**config.mk**
```make
export PLATFORM = sky130hd
export DESIGN_NAME = scl_pool_top
export DESIGN_NICKNAME = d
export VERILOG_FILES = /design/src/rtl/scl_pool_pkg.sv /design/src/rtl/scl_size_check.sv /design/src/rtl/scl_first_free.sv /design/src/rtl/scl_popcnt.sv /design/src/rtl/scl_pool_top.sv
export SDC_FILE = /design/constraint.sdc
export NUM_CORES = 1
export LEC_CHECK = 0
export BUFFER_PORTS_ARGS = -buffer_cell sky130_fd_sc_hd__buf_4
export CAP_MARGIN = 10
export CORE_MARGIN = 5
export CORE_UTILIZATION = 55
export DETAILED_ROUTE_END_ITERATION = 10
export GPL_ROUTABILITY_DRIVEN = 1
export PLACE_DENSITY = 0.81
export SYNTH_ARGS = -nofsm -noshare
export SYNTH_HDL_FRONTEND = slang
export SYNTH_HIERARCHICAL = 1
export SYNTH_SLANG_ARGS = --single-unit
```
**constraint.sdc**
```tcl
create_clock -name clk_i -period 7.7 [get_ports clk_i]
set_input_delay 0 -clock clk_i [delete_from_list [all_inputs] [get_ports clk_i]]
set_output_delay 0 -clock clk_i [all_outputs]
set_load 0.005 [all_outputs]
```
**src/rtl/scl_pool_pkg.sv**
```systemverilog
package scl_pool_pkg;
  typedef enum logic [2:0] {
    ST_IDLE,
    ST_CHECK,
    ST_ASSIGN,
    ST_DONE,
    ST_ERROR
  } state_e;

  localparam logic MODE_DYN = 1'b0;
  localparam logic MODE_HQ  = 1'b1;
endpackage

```
**src/rtl/scl_size_check.sv**
```systemverilog
module scl_size_check #(
  parameter int DW           = 14,
  parameter int MIN_DIM      = 8,
  parameter int MIN_DIM_SEMI = 16,
  parameter int MAX_SRC_W    = 4096,
  parameter int MAX_SRC_H    = 4096,
  parameter int MAX_DST_W    = 4096,
  parameter int MAX_DST_H    = 4096
) (
  input  logic [DW-1:0] src_w_i,
  input  logic [DW-1:0] src_h_i,
  input  logic [DW-1:0] dst_w_i,
  input  logic [DW-1:0] dst_h_i,
  input  logic          semi_i,
  output logic          differ_o,
  output logic          in_range_o,
  output logic          hbad_o,
  output logic          vbad_o,
  output logic          vdown_o
);
  localparam logic [DW-1:0] MinL   = DW'(MIN_DIM);
  localparam logic [DW-1:0] MinSL  = DW'(MIN_DIM_SEMI);
  localparam logic [DW-1:0] MaxSwL = DW'(MAX_SRC_W);
  localparam logic [DW-1:0] MaxShL = DW'(MAX_SRC_H);
  localparam logic [DW-1:0] MaxDwL = DW'(MAX_DST_W);
  localparam logic [DW-1:0] MaxDhL = DW'(MAX_DST_H);

  logic [DW-1:0] src_min;
  logic [DW+1:0] dst_w3, dst_h3;

  assign src_min  = semi_i ? MinSL : MinL;
  assign differ_o = (src_w_i != dst_w_i) || (src_h_i != dst_h_i);

  assign in_range_o = (src_w_i >= src_min) && (src_h_i >= src_min) &&
                      (dst_w_i >= MinL)    && (dst_h_i >= MinL)    &&
                      (src_w_i <= MaxSwL)  && (src_h_i <= MaxShL)  &&
                      (dst_w_i <= MaxDwL)  && (dst_h_i <= MaxDhL);

  // ratio must stay strictly below 3.0
  assign dst_w3  = {2'b00, dst_w_i} * (DW+2)'(3);
  assign dst_h3  = {2'b00, dst_h_i} * (DW+2)'(3);
  assign hbad_o  = {2'b00, src_w_i} >= dst_w3;
  assign vbad_o  = {2'b00, src_h_i} >= dst_h3;
  assign vdown_o = src_h_i > dst_h_i;
endmodule

```
**src/rtl/scl_first_free.sv**
```systemverilog
module scl_first_free #(
  parameter int N  = 2,
  parameter int IW = 1
) (
  input  logic [N-1:0]  busy_i,
  output logic          found_o,
  output logic [IW-1:0] idx_o
);
  always_comb begin
    found_o = 1'b0;
    idx_o   = '0;
    for (int i = N - 1; i >= 0; i--) begin
      if (!busy_i[i]) begin
        found_o = 1'b1;
        idx_o   = IW'(i);
      end
    end
  end
endmodule

```
**src/rtl/scl_popcnt.sv**
```systemverilog
module scl_popcnt #(
  parameter int N  = 32,
  parameter int CW = 6
) (
  input  logic [N-1:0]  vec_i,
  output logic [CW-1:0] cnt_o
);
  always_comb begin
    cnt_o = '0;
    for (int i = 0; i < N; i++) cnt_o = cnt_o + CW'(vec_i[i]);
  end
endmodule

```
**src/rtl/scl_pool_top.sv**
```systemverilog
module scl_pool_top
  import scl_pool_pkg::*;
#(
  parameter int NUM_USERS    = 32,
  parameter int NUM_SCALERS  = 2,
  parameter int DW           = 14,
  parameter int MIN_DIM      = 8,
  parameter int MIN_DIM_SEMI = 16,
  parameter int MAX_SRC_W    = 4096,
  parameter int MAX_SRC_H    = 4096,
  parameter int MAX_DST_W    = 4096,
  parameter int MAX_DST_H    = 4096,
  parameter bit VLIMIT_EN    = 1'b0,
  localparam int UW  = (NUM_USERS > 1) ? $clog2(NUM_USERS) : 1,
  localparam int IDW = (NUM_SCALERS > 1) ? $clog2(NUM_SCALERS) : 1
) (
  input  logic                     clk_i,
  input  logic                     rst_ni,
  input  logic                     stage_i,
  input  logic [UW-1:0]            stage_user_i,
  input  logic                     release_i,
  input  logic                     need_i,
  input  logic                     semi_i,
  input  logic                     interlace_i,
  input  logic [DW-1:0]            src_w_i,
  input  logic [DW-1:0]            src_h_i,
  input  logic [DW-1:0]            dst_w_i,
  input  logic [DW-1:0]            dst_h_i,
  input  logic                     commit_i,
  output logic                     stage_err_o,
  output logic                     busy_o,
  output logic                     done_o,
  output logic                     err_o,
  output logic [NUM_USERS-1:0]     grant_vld_o,
  output logic [NUM_USERS*IDW-1:0] grant_id_o,
  output logic [NUM_SCALERS-1:0]   in_use_o,
  output logic [NUM_SCALERS-1:0]   mode_o
);
  localparam int CW = $clog2(NUM_USERS + 1);
  localparam logic [UW-1:0] LastUser = UW'(NUM_USERS - 1);

  state_e                 state_q;
  logic [UW-1:0]          idx_q;
  logic [NUM_USERS-1:0]   users_q, gv_q, hbad_q, vbad_q, vdown_q;
  logic [IDW-1:0]         gid_q [NUM_USERS];
  logic [NUM_SCALERS-1:0] in_use_q, mode_q;
  logic                   stage_err_q;

  // pre-commit snapshot for rollback
  logic [NUM_USERS-1:0]   snap_gv;
  logic [IDW-1:0]         snap_gid [NUM_USERS];
  logic [NUM_SCALERS-1:0] snap_in_use, snap_mode;

  // staging decode
  logic differ, in_range, hbad, vbad, vdown, need, st_fire;
  logic st_reject, st_drop, st_add;

  scl_size_check #(
    .DW(DW), .MIN_DIM(MIN_DIM), .MIN_DIM_SEMI(MIN_DIM_SEMI),
    .MAX_SRC_W(MAX_SRC_W), .MAX_SRC_H(MAX_SRC_H),
    .MAX_DST_W(MAX_DST_W), .MAX_DST_H(MAX_DST_H)
  ) u_size (
    .src_w_i(src_w_i), .src_h_i(src_h_i), .dst_w_i(dst_w_i), .dst_h_i(dst_h_i),
    .semi_i(semi_i), .differ_o(differ), .in_range_o(in_range),
    .hbad_o(hbad), .vbad_o(vbad), .vdown_o(vdown)
  );

  assign need      = need_i | differ;
  assign st_fire   = stage_i && (state_q == ST_IDLE) && !commit_i;
  assign st_reject = st_fire && need && (interlace_i || (!release_i && !in_range));
  assign st_drop   = st_fire && !st_reject && (release_i || !need);
  assign st_add    = st_fire && !st_reject && !st_drop;

  // assignment step
  logic [CW-1:0]  cnt;
  logic           ff_found;
  logic [IDW-1:0] ff_idx, pre_id, fin_id;
  logic           pre_ok, single, lim_bad, step_act, step_err;

  scl_popcnt #(.N(NUM_USERS), .CW(CW)) u_cnt (.vec_i(users_q), .cnt_o(cnt));

  scl_first_free #(.N(NUM_SCALERS), .IW(IDW)) u_ff (
    .busy_i(in_use_q), .found_o(ff_found), .idx_o(ff_idx)
  );

  assign step_act = (state_q == ST_ASSIGN) && users_q[idx_q];
  assign pre_id   = gv_q[idx_q] ? gid_q[idx_q] : ff_idx;
  assign pre_ok   = gv_q[idx_q] | ff_found;
  assign single   = (cnt == CW'(1)) && (NUM_SCALERS > 1);
  assign fin_id   = single ? '0 : pre_id;
  assign lim_bad  = hbad_q[idx_q] | vbad_q[idx_q] |
                    (VLIMIT_EN && (fin_id != '0) && vdown_q[idx_q]);
  assign step_err = step_act && (!pre_ok || lim_bad);

  always_ff @(posedge clk_i or negedge rst_ni) begin
    if (!rst_ni) begin
      state_q     <= ST_IDLE;
      idx_q       <= '0;
      users_q     <= '0;
      gv_q        <= '0;
      hbad_q      <= '0;
      vbad_q      <= '0;
      vdown_q     <= '0;
      in_use_q    <= '0;
      mode_q      <= '0;
      stage_err_q <= 1'b0;
      snap_gv     <= '0;
      snap_in_use <= '0;
      snap_mode   <= '0;
      for (int u = 0; u < NUM_USERS; u++) begin
        gid_q[u]    <= '0;
        snap_gid[u] <= '0;
      end
    end else begin
      stage_err_q <= st_reject;
      if (st_drop) begin
        users_q[stage_user_i] <= 1'b0;
        gv_q[stage_user_i]    <= 1'b0;
        if (gv_q[stage_user_i]) in_use_q[gid_q[stage_user_i]] <= 1'b0;
      end
      if (st_add) begin
        users_q[stage_user_i] <= 1'b1;
        hbad_q[stage_user_i]  <= hbad;
        vbad_q[stage_user_i]  <= vbad;
        vdown_q[stage_user_i] <= vdown;
      end

      unique case (state_q)
        ST_IDLE: begin
          if (commit_i) begin
            state_q     <= ST_CHECK;
            snap_gv     <= gv_q;
            snap_gid    <= gid_q;
            snap_in_use <= in_use_q;
            snap_mode   <= mode_q;
          end
        end
        ST_CHECK: begin
          idx_q   <= '0;
          state_q <= (32'(cnt) > NUM_SCALERS) ? ST_ERROR : ST_ASSIGN;
        end
        ST_ASSIGN: begin
          if (step_err) begin
            state_q  <= ST_ERROR;
            gv_q     <= snap_gv;
            gid_q    <= snap_gid;
            in_use_q <= snap_in_use;
            mode_q   <= snap_mode;
          end else begin
            if (step_act) begin
              in_use_q[pre_id] <= 1'b0;
              in_use_q[fin_id] <= 1'b1;
              gid_q[idx_q]     <= fin_id;
              gv_q[idx_q]      <= 1'b1;
              mode_q[fin_id]   <= single ? MODE_HQ : MODE_DYN;
            end
            if (idx_q == LastUser) state_q <= ST_DONE;
            else idx_q <= idx_q + UW'(1);
          end
        end
        ST_DONE:  state_q <= ST_IDLE;
        ST_ERROR: state_q <= ST_IDLE;
        default:  state_q <= ST_IDLE;
      endcase
    end
  end

  assign stage_err_o = stage_err_q;
  assign busy_o      = state_q != ST_IDLE;
  assign done_o      = state_q == ST_DONE;
  assign err_o       = state_q == ST_ERROR;
  assign grant_vld_o = gv_q;
  assign in_use_o    = in_use_q;
  assign mode_o      = mode_q;

  for (genvar g = 0; g < NUM_USERS; g++) begin : g_out
    assign grant_id_o[g*IDW +: IDW] = gid_q[g];

    // a granted user always points at a bound scaler
    p_grant_bound_r7: assert property (@(posedge clk_i) disable iff (!rst_ni)
      gv_q[g] |-> in_use_q[gid_q[g]]);
  end

  p_one_outcome_r13: assert property (@(posedge clk_i) disable iff (!rst_ni)
    !(done_o && err_o));

  p_overcount_r6: assert property (@(posedge clk_i) disable iff (!rst_ni)
    (state_q == ST_CHECK && 32'(cnt) > NUM_SCALERS) |=> err_o);

  p_reject_keeps_r4: assert property (@(posedge clk_i) disable iff (!rst_ni)
    stage_err_o |-> users_q == $past(users_q));

  p_release_r3: assert property (@(posedge clk_i) disable iff (!rst_ni)
    (st_fire && release_i && !st_reject) |=> !gv_q[$past(stage_user_i)]);

  p_busy_ignore_r12: assert property (@(posedge clk_i) disable iff (!rst_ni)
    (busy_o && !done_o && !err_o && stage_i) |=> !stage_err_o);
endmodule

```
# Yosys cells after proc, flatten, opt, wreduce, memory -nomap -nowiden
# Cells that the tools add are included.
# word_totals
reg_bits,241
elab_cells,265
output_inout_bits,72
in_bits,69
# classes
n_eq_ne,12
n_mux,62
n_lt_le_gt_ge,24
n_mul,2
bitwise_logic,15
reduce_logical,42
addsub,32
# op_table
cell,n
$mux W32,8
$add A6 B1 Y6,30
$bwmux W32,3
$and A32 B32 Y32,2
$or A32 B32 Y32,2
$le A14 B13 Y1 const B,4
$bmux W1 S5,7
$ge A14 B16 Y1,2
$mul A14 B2 Y16 const B,2
$not A32 Y32,1
$ge A14 B14 Y1,2
$ge A14 B4 Y1 const B,2
$ne A14 B14 Y1,2
$logic_and A1 B1 Y1,23
$mux W1,21
$demux W1 S5,3
$mux W5,3
$mux W2,7
$ge A6 B6 Y1 const B,2
$lt A5 B6 Y1 const B,2
$mux W3,4
$not A5 Y6,2
$ge A5 B1 Y1 const B,2
$pmux W5 S2,1
other kinds (27),52

# Longest topological paths before layout
# Gate-level depths: netlist (run 1).
# logic_depth
depth_word,41
ltp_mapped,22
depth_no_buf,21

# By module
# Netlist (run 1), hierarchy kept.
# by_module_without_submodules
mod,seq_area_each_um2,cells_each,area_per_inst_um2,instances
scl_pool_top,6030.8,1066,12289.3,1
scl_size_check,0.0,392,3024.2,1
scl_popcnt,0.0,73,758.2,1
scl_first_free,0.0,2,17.5,1

# Worst setup path before layout (run 1)
# No wires, ideal clock.
# synth_path
kind,reg2reg
startpoint,register users_q[0]
endpoint,"register gid_q, in the netlist grant_id_o[8]"
n_path_buf,1
stages_incl_launch_ff,21
required_ns,7.575
t_arrival_ns,5.288
period_less_slack_ns,5.412
slack_ns,2.288
setup_time_ns,0.125
cell_sequence,dfrtp_1 -> inv_1 -> fa_1 -> inv_1 -> fa_1 -> fa_1 -> fa_1 -> fa_1 -> inv_1 -> fa_1 -> inv_1 -> ha_1 -> a21o_1 -> a21oi_2 -> xnor2_1 -> nor4_1 -> nand3b_1 -> nand3_2 -> buf_6 -> mux2i_1 -> mux2_2
# synth_between
elab_chain_len,36
elab_cells_between_ends,42
classes_between,add/sub: 31; eq/ne: 1; mux: 6; reduce/logical: 4
# synth_lines
item,line,rtl
from (decl),scl_pool_top.sv:44,"logic [NUM_USERS-1:0] users_q, gv_q, hbad_q, vbad_q, vdown_q;"
from (signal assigned),scl_pool_top.sv:99,users_q <= '0;
"from (signal, indexed assignment)",scl_pool_top.sv:117,users_q[stage_user_i] <= 1'b0;
"from (signal, indexed assignment)",scl_pool_top.sv:122,users_q[stage_user_i] <= 1'b1;
$add A1 B1 Y2,scl_popcnt.sv:10,for (int i = 0; i < N; i++) cnt_o = cnt_o + CW'(vec_i[i]);
$add A6 B1 Y6 (30 in series),scl_popcnt.sv:10,
named net cnt[3],scl_pool_top.sv:75,logic [CW-1:0] cnt;
$eq A6 B1 Y1,scl_pool_top.sv:89,assign single = (cnt == CW'(1)) && (NUM_SCALERS > 1);
$mux W1,scl_pool_top.sv:90,assign fin_id = single ? '0 : pre_id;
$bwmux W32,scl_pool_top.sv:153,gid_q[idx_q] <= fin_id;
$mux W32,scl_pool_top.sv:150,if (step_act) begin
$mux W32,scl_pool_top.sv:143,if (step_err) begin
to (signal assigned),scl_pool_top.sv:146,gid_q <= snap_gid;
"to (signal, indexed assignment)",scl_pool_top.sv:153,
to (decl),scl_pool_top.sv:45,logic [IDW-1:0] gid_q [NUM_USERS];
# The timed path passes the listed nets, and every way through them passes these cells. The select of a mux whose other input is x is not followed.
# A chain may end at the register's enable or synchronous reset.

# Final worst setup path (run 1)
# layout_path
startpoint,register users_q[0]
endpoint,"register gid_q, in the netlist grant_id_o[18]"
# Same word-level chain as after synthesis.

==> run_results.csv, run 1 <==
group,metric,value,unit
critical_path,critPathMaxStageDelay,0.65,ns
clock_tree,cts_tree,"done",
global_route,antenna_found_initial,1,
timing,relSlewSlack,0.185,
clock_tree,cts_made_buffers,25,
clock_tree,cts_sinks,241,
power_and_ir_drop,swShare,0.329,
power_and_ir_drop,p_clk_frac,0.336,
clock_tree,path_clk_slew,0.07,ns
critical_path,endpoint_kind,"flop",
timing,min_period,6.40,ns
critical_path,path_max_fanout,35,
cells_and_area,diodes,0,
die,dieArea,0.0326,mm2
critical_path,crit_arrival,6.85,ns
critical_path,reg2reg_depth,21,
placed_design,post-place-ws,1.36,ns
yosys,ys_warn_count,6,
global_route,overflow,0,
power_and_ir_drop,ir_drop,0.000252,V
placed_design,place_congestion,1.02,
power_and_ir_drop,power.switching,1.18,mW
drt,drc,0,
clock_tree,h-tree-depth,1,
critical_path,path_buf_inv,5,
timing,finalHoldViolCount,0,
die,num_rows,62,
drt,vias,12900,
clock_tree,insertion_delay,0.55,ns
timing,clock_skew,0.0181,ns
worst_hold_path,holdCritPathClass,"in -> async",
global_route,grt_pass1_vias,12800,
timing,finalCritPeriodShare,0.831,
power_and_ir_drop,power_density,198,mW/mm2
power_and_ir_drop,p_leak,8.74,nW
critical_path,cp.required,8.15,ns
die,die_h,181,um
critical_path,crit_top_cell,"fa_1",
cells_and_area,fillCellCount,2300,
drt,first_iter_violations,1501,
cells_and_area,final_cell_area,0.0181,mm2
die,start_util,0.557,
timing,finalSetupTns,0,ns
clock_tree,cts_setup_buffers,0,
yosys,avgSynthCellArea,10.5,um2
critical_path,crit_type,"reg -> reg",
timing,rsz0062_at_grt,"false",
job,drv_cap,0,
cells_and_area,final_cells,2030,
timing,finalSetupViolCount,0,
critical_path,timing.rr.start,"users_q[0]$_DFF_PN0_",
critical_path,cp_top_family,"adder cells",
placed_design,dp_cells,1981,
power_and_ir_drop,seqPwrFrac,0.410,
global_route,grt_pass1_wl,73900,um
yosys,synthesis.nets,1732,
global_route,grt_util_all_layers,0.283,
critical_path,r2r_end,"grant_id_o[18]$_DFFE_PN0P_",
timing,timing.fmax,0.156,GHz
placed_design,port-buffer-count,140,
yosys,synthCells,1518,
clock_tree,cts_root_buf,"clkbuf_16",
timing,maxSlewViolCount,0,
drt,routedWlPerCell,23.3,um
cells_and_area,drive_gt1_frac,0.241,
critical_path,critical_path.slowest_cell,"nand3_2",
cells_and_area,nets,1843,
power_and_ir_drop,intPower,2.41,mW
cells_and_area,register_area,0.00603,mm2
yosys,synth_area,0.0160,mm2
power_and_ir_drop,finalPower,3.59,mW
die,core_area,0.0287,mm2
power_and_ir_drop,pwr-share-comb,0.254,
drt,wirelength,47400,um
drt,viasPerCell,6.34,
critical_path,reg2reg_slack,1.30,ns
clock_tree,ctsLongestPathBuffers,3,
timing,timing.final.ws_setup,1.30,ns
cells_and_area,multi_input_area,0.00927,mm2
die,dieWidth,181,um
cells_and_area,syn2layout_area_growth,13.3,%
placed_design,placed_cell_area,0.0173,mm2
die,ios,141,
drt,dr.pass1.iters,7,
critical_path,path_cells,"inv_1 -> fa_1 -> inv_1 -> fa_1 -> fa_1 -> fa_1 -> fa_1 -> inv_1 -> fa_1 -> inv_1 -> ha_1 -> inv_1 -> fa_1 -> nand2b_1 -> a21oi_2 -> xor2_1 -> nor4_1 -> nand3b_1 -> nand3_2 -> mux2_2 -> o21ai_0",
status,outcome,"finished, final reports clean",
drt,final_antenna_net_count,0,
global_route,grt_max_degree,89,
placed_design,dpl.hpwl,35200,um
critical_path,critical_path.startpoint_type,"flop",
timing,worst_pin_slew,1.21,ns
worst max-delay path by stage:
stage,start,endpoint,cells after the start
after CTS,users_q[0]$_DFF_PN0_,in_use_o[1]$_DFF_PN0_,21
after global placement,users_q[0]$_DFF_PN0_,in_use_o[1]$_DFF_PN0_,21
final,users_q[0]$_DFF_PN0_,grant_id_o[18]$_DFFE_PN0P_,21
after global routing,users_q[0]$_DFF_PN0_,grant_id_o[17]$_DFFE_PN0P_,21
after detailed placement,users_q[0]$_DFF_PN0_,in_use_o[1]$_DFF_PN0_,21
after floorplan,users_q[0]$_DFF_PN0_,grant_id_o[8]$_DFFE_PN0P_,20
area by class of cell:
cell class,instances,share of cell area
clock buffers,38,0.0411
clock inverters,6,0.00387
inverters,90,0.0186
multi-input cells,1115,0.511
flip-flops and latches,241,0.333
well taps,384,0.0265
repair buffers,156,0.0657
flip-flops by register name, summed over array words and instances (netlist names), 2 cells and up:
signal / flops
snap_mode: 2
users_q: 32
grant_vld_o: 32
idx_q: 5
grant_id_o: 32
in_use_o: 2
hbad_q: 32
state_q: 3
snap_in_use: 2
snap_gid: 32
vbad_q: 32
mode_o: 2
snap_gv: 32
through the flow:
stage | utilization | hold WS (ns)
final | 0.631 | 0.0496
after CTS | 0.631 | 0.0352
after global placement | 0.601 | 0.0454
after detailed placement | 0.601 | 0.0522
after global routing | 0.631 | 0.0871
after floorplan | - | -0.296
cell usage in the layout, fill, tap and decap left out, types with 13 or more instances in the layout:
cell type	count
nand3_1	43
xor2_1	27
inv_1	89
o21ai_0	54
mux4_2	16
buf_4	150
nor2_1	83
o22ai_1	41
a21boi_0	23
nor2b_1	13
nor3_1	15
ha_1	119
fa_1	26
dfrtp_1	240
mux2i_1	61
nand2_1	122
clkbuf_16	25
a21oi_1	45
mux2_2	167
o22a_1	24
a21o_1	62
xnor2_1	13
metal layers:
metal,track usage,up-vias,share of wire
met5,0,-,0
met4,0.0792,0,0.034
met3,0.0680,140,0.10
met2,0.439,700,0.45
met1,0.401,6368,0.41
li1,-,5670,-
power groups by stage:
stage | Clock [mW] | Combinational, mW | Sequential, mW
6_report | 1.21 | 0.913 | 1.47
3_3_place_gp | 0 | 0.874 | 1.48
4_1_cts | 1.22 | 0.902 | 1.47
3_5_place_dp | 0 | 0.895 | 1.49
2_1_floorplan | 0 | 0.717 | 1.38
5_1_grt | 1.27 | 0.987 | 1.48
timing repair:
action	CTS	global route
hold endpoints to repair	88	0
endpoints found under the setup margin	0	0
hold buffers	5	0
resized for setup	0	0
Power figures use the tool's default switching activity.
==> run 2, diff against run 1 <==
==> constraint.sdc (replaced) <==
create_clock -name clk_i -period 6.1 [get_ports clk_i]
set_input_delay 0 -clock clk_i [delete_from_list [all_inputs] [get_ports clk_i]]
set_output_delay 0 -clock clk_i [all_outputs]
set_load 0.005 [all_outputs]
==> run_results.csv, run 2 (synthesized netlist as in run 1, its figures left out) <==
group,metric,value,unit
timing,clock_skew,0.0231,ns
power_and_ir_drop,ir_drop,0.000315,V
timing,timing.fmax,0.169,GHz
placed_design,dp_cells,1984,
clock_tree,cts_tree,"done",
power_and_ir_drop,p_leak,8.75,nW
cells_and_area,final_cell_mix,"dfrtp_1, mux2_2, buf_4",
cells_and_area,finalCoreUtilization,0.633,
clock_tree,cts_root_buf,"clkbuf_16",
placed_design,place_congestion,1.00,
timing,finalSetupViolCount,0,
global_route,grt_pass1_vias,13000,
cells_and_area,final_cell_area,0.0182,mm2
drt,first_iter_violations,1699,
critical_path,crit_start,"users_q[0]$_DFF_PN0_",
drt,viasPerCell,6.32,
clock_tree,cts_sinks,241,
die,num_rows,62,
critical_path,path_max_fanout,19,
drt,drc,0,
timing,finalSetupTns,0,ns
die,dieArea,0.0326,mm2
cells_and_area,final_cells,2035,
critical_path,r2r_end,"grant_id_o[26]$_DFFE_PN0P_",
critical_path,crit_top_cell,"fa_1",
cells_and_area,drive_gt1_frac,0.244,
timing,min_period,5.92,ns
timing,finalCritPeriodShare,0.970,
critical_path,timing.rr.start,"users_q[0]$_DFF_PN0_",
critical_path,path_cells,"inv_1 -> fa_1 -> inv_1 -> fa_1 -> fa_1 -> fa_1 -> fa_1 -> inv_1 -> fa_1 -> inv_1 -> ha_1 -> a21o_1 -> a21oi_2 -> xnor2_1 -> nor4_2 -> nand3b_1 -> buf_4 -> nand3_4 -> buf_4 -> nor2_1 -> o22a_1",
placed_design,post-place-ws,-0.0170,ns
timing,finalHoldViolCount,0,
power_and_ir_drop,power_density,250,mW/mm2
critical_path,endpoint_kind,"flop",
power_and_ir_drop,finalPower,4.55,mW
critical_path,crit_path_end,"grant_id_o[26]$_DFFE_PN0P_",
timing,worst_pin_slew,1.22,ns
status,outcome,"finished, final reports clean",
clock_tree,cts_made_buffers,25,
cells_and_area,syn2layout_area_growth,13.5,%
timing,timing.final.ws_setup,0.184,ns
critical_path,cp.required,6.52,ns
drt,vias,12900,
die,die_h,181,um
global_route,antenna_found_initial,1,
drt,wirelength,47800,um
drt,final_antenna_net_count,0,
critical_path,reg2reg_slack,0.18,ns
global_route,grt_max_degree,136,
critical_path,critical_path.startpoint_type,"flop",
critical_path,critPathMaxStageDelay,0.59,ns
die,start_util,0.557,
die,ios,141,
critical_path,crit_type,"reg -> reg",
clock_tree,ctsLongestPathBuffers,3,
critical_path,crit_arrival,6.34,ns
cells_and_area,final_common_cell,"dfrtp_1",
global_route,grt_util_all_layers,0.286,
placed_design,dpl.hpwl,35400,um
job,drv_cap,0,
timing,maxSlewViolCount,0,
drt,dr.pass1.iters,6,
placed_design,placed_cell_area,0.0173,mm2
global_route,grt_pass1_wl,74900,um
cells_and_area,nets,1847,
worst_hold_path,holdCritPathClass,"in -> reg",
drt,routedWlPerCell,23.5,um
clock_tree,h-tree-depth,1,
die,core_area,0.0287,mm2
global_route,overflow,0,
clock_tree,insertion_delay,0.54,ns
critical_path,reg2reg_depth,21,
placed_design,port-buffer-count,140,
die,dieWidth,181,um
critical_path,critical_path.slowest_cell,"fa_1",
timing,relSlewSlack,0.175,
timing,timing.hold.ws,0.0802,ns
clock_tree,path_clk_slew,0.07,ns
run 2: how the worst min path moves through the flow:
stage | start | endpoint | slack (ns) | depth (start not counted)
2_1_floorplan | rst_ni | grant_id_o[0]$_DFFE_PN0P_ | -0.30 | 0
3_3_place_gp | rst_ni | snap_gv[17]$_DFFE_PN0P_ | 0.19 | 1
3_5_place_dp | rst_ni | snap_gv[17]$_DFFE_PN0P_ | 0.20 | 1
4_1_cts | stage_user_i[2] | users_q[8]$_DFF_PN0_ | 0.05 | 4
5_1_grt | stage_user_i[4] | users_q[18]$_DFF_PN0_ | 0.08 | 4
6_report | stage_user_i[4] | users_q[18]$_DFF_PN0_ | 0.08 | 4
run 2: power breakdown:
| part | internal [mW] | switching, mW | leakage (nW) | total [mW] |
|---|---|---|---|---|
| clock network | 0.861 | 0.630 | 0.395 | 1.49 |
| logic | 0.526 | 0.669 | 5.33 | 1.19 |
| registers | 1.66 | 0.200 | 3.03 | 1.86 |
| total | 3.05 | 1.50 | 8.75 | 4.55 |
run 2: cell type report:
cell class	count	area, um2
Timing Repair Buffer	160	1230
Fill cell	2292	10500
Clock inverter	5	31.3
Sequential cell	241	6030
Antenna cell	1	2.50
Tap cell	384	480
Inverter	90	338
Clock buffer	39	768
Multi-Input combinational cell	1115	9280
run 2: metal layers:
| metal | routed length (um) | track usage | vias up |
|---|---|---|---|
| met4 | 1670 | 0.0768 | 0 |
| met1 | 20100 | 0.403 | 6410 |
| met3 | 4230 | 0.0604 | 144 |
| met5 | 0 | 0 | - |
| li1 | - | - | 5668 |
| met2 | 21800 | 0.454 | 642 |
run 2: what timing repair did:
| item | CTS | global route |
|---|---|---|
| hold endpoints to repair | 135 | 0 |
| endpoints found under the setup margin | 19 | 31 |
| hold buffers | 5 | 0 |
| gates resized for setup | 1 | 2 |
| pin swaps | 1 | 4 |
| buffers inserted | 0 | 1 |
run 2: critical path: cells and delay by family, from the launching register on:
kind / cells / cell delay (ns)
adders and majority gates: 7 / 3.39
AOI/OAI and AO/OA: 3 / 0.55
xor gates and xnor gates: 1 / 0.10
DFF: 1 / 0.37
and+or+nand+nor: 4 / 0.70
buffers and inverters: 6 / 0.68
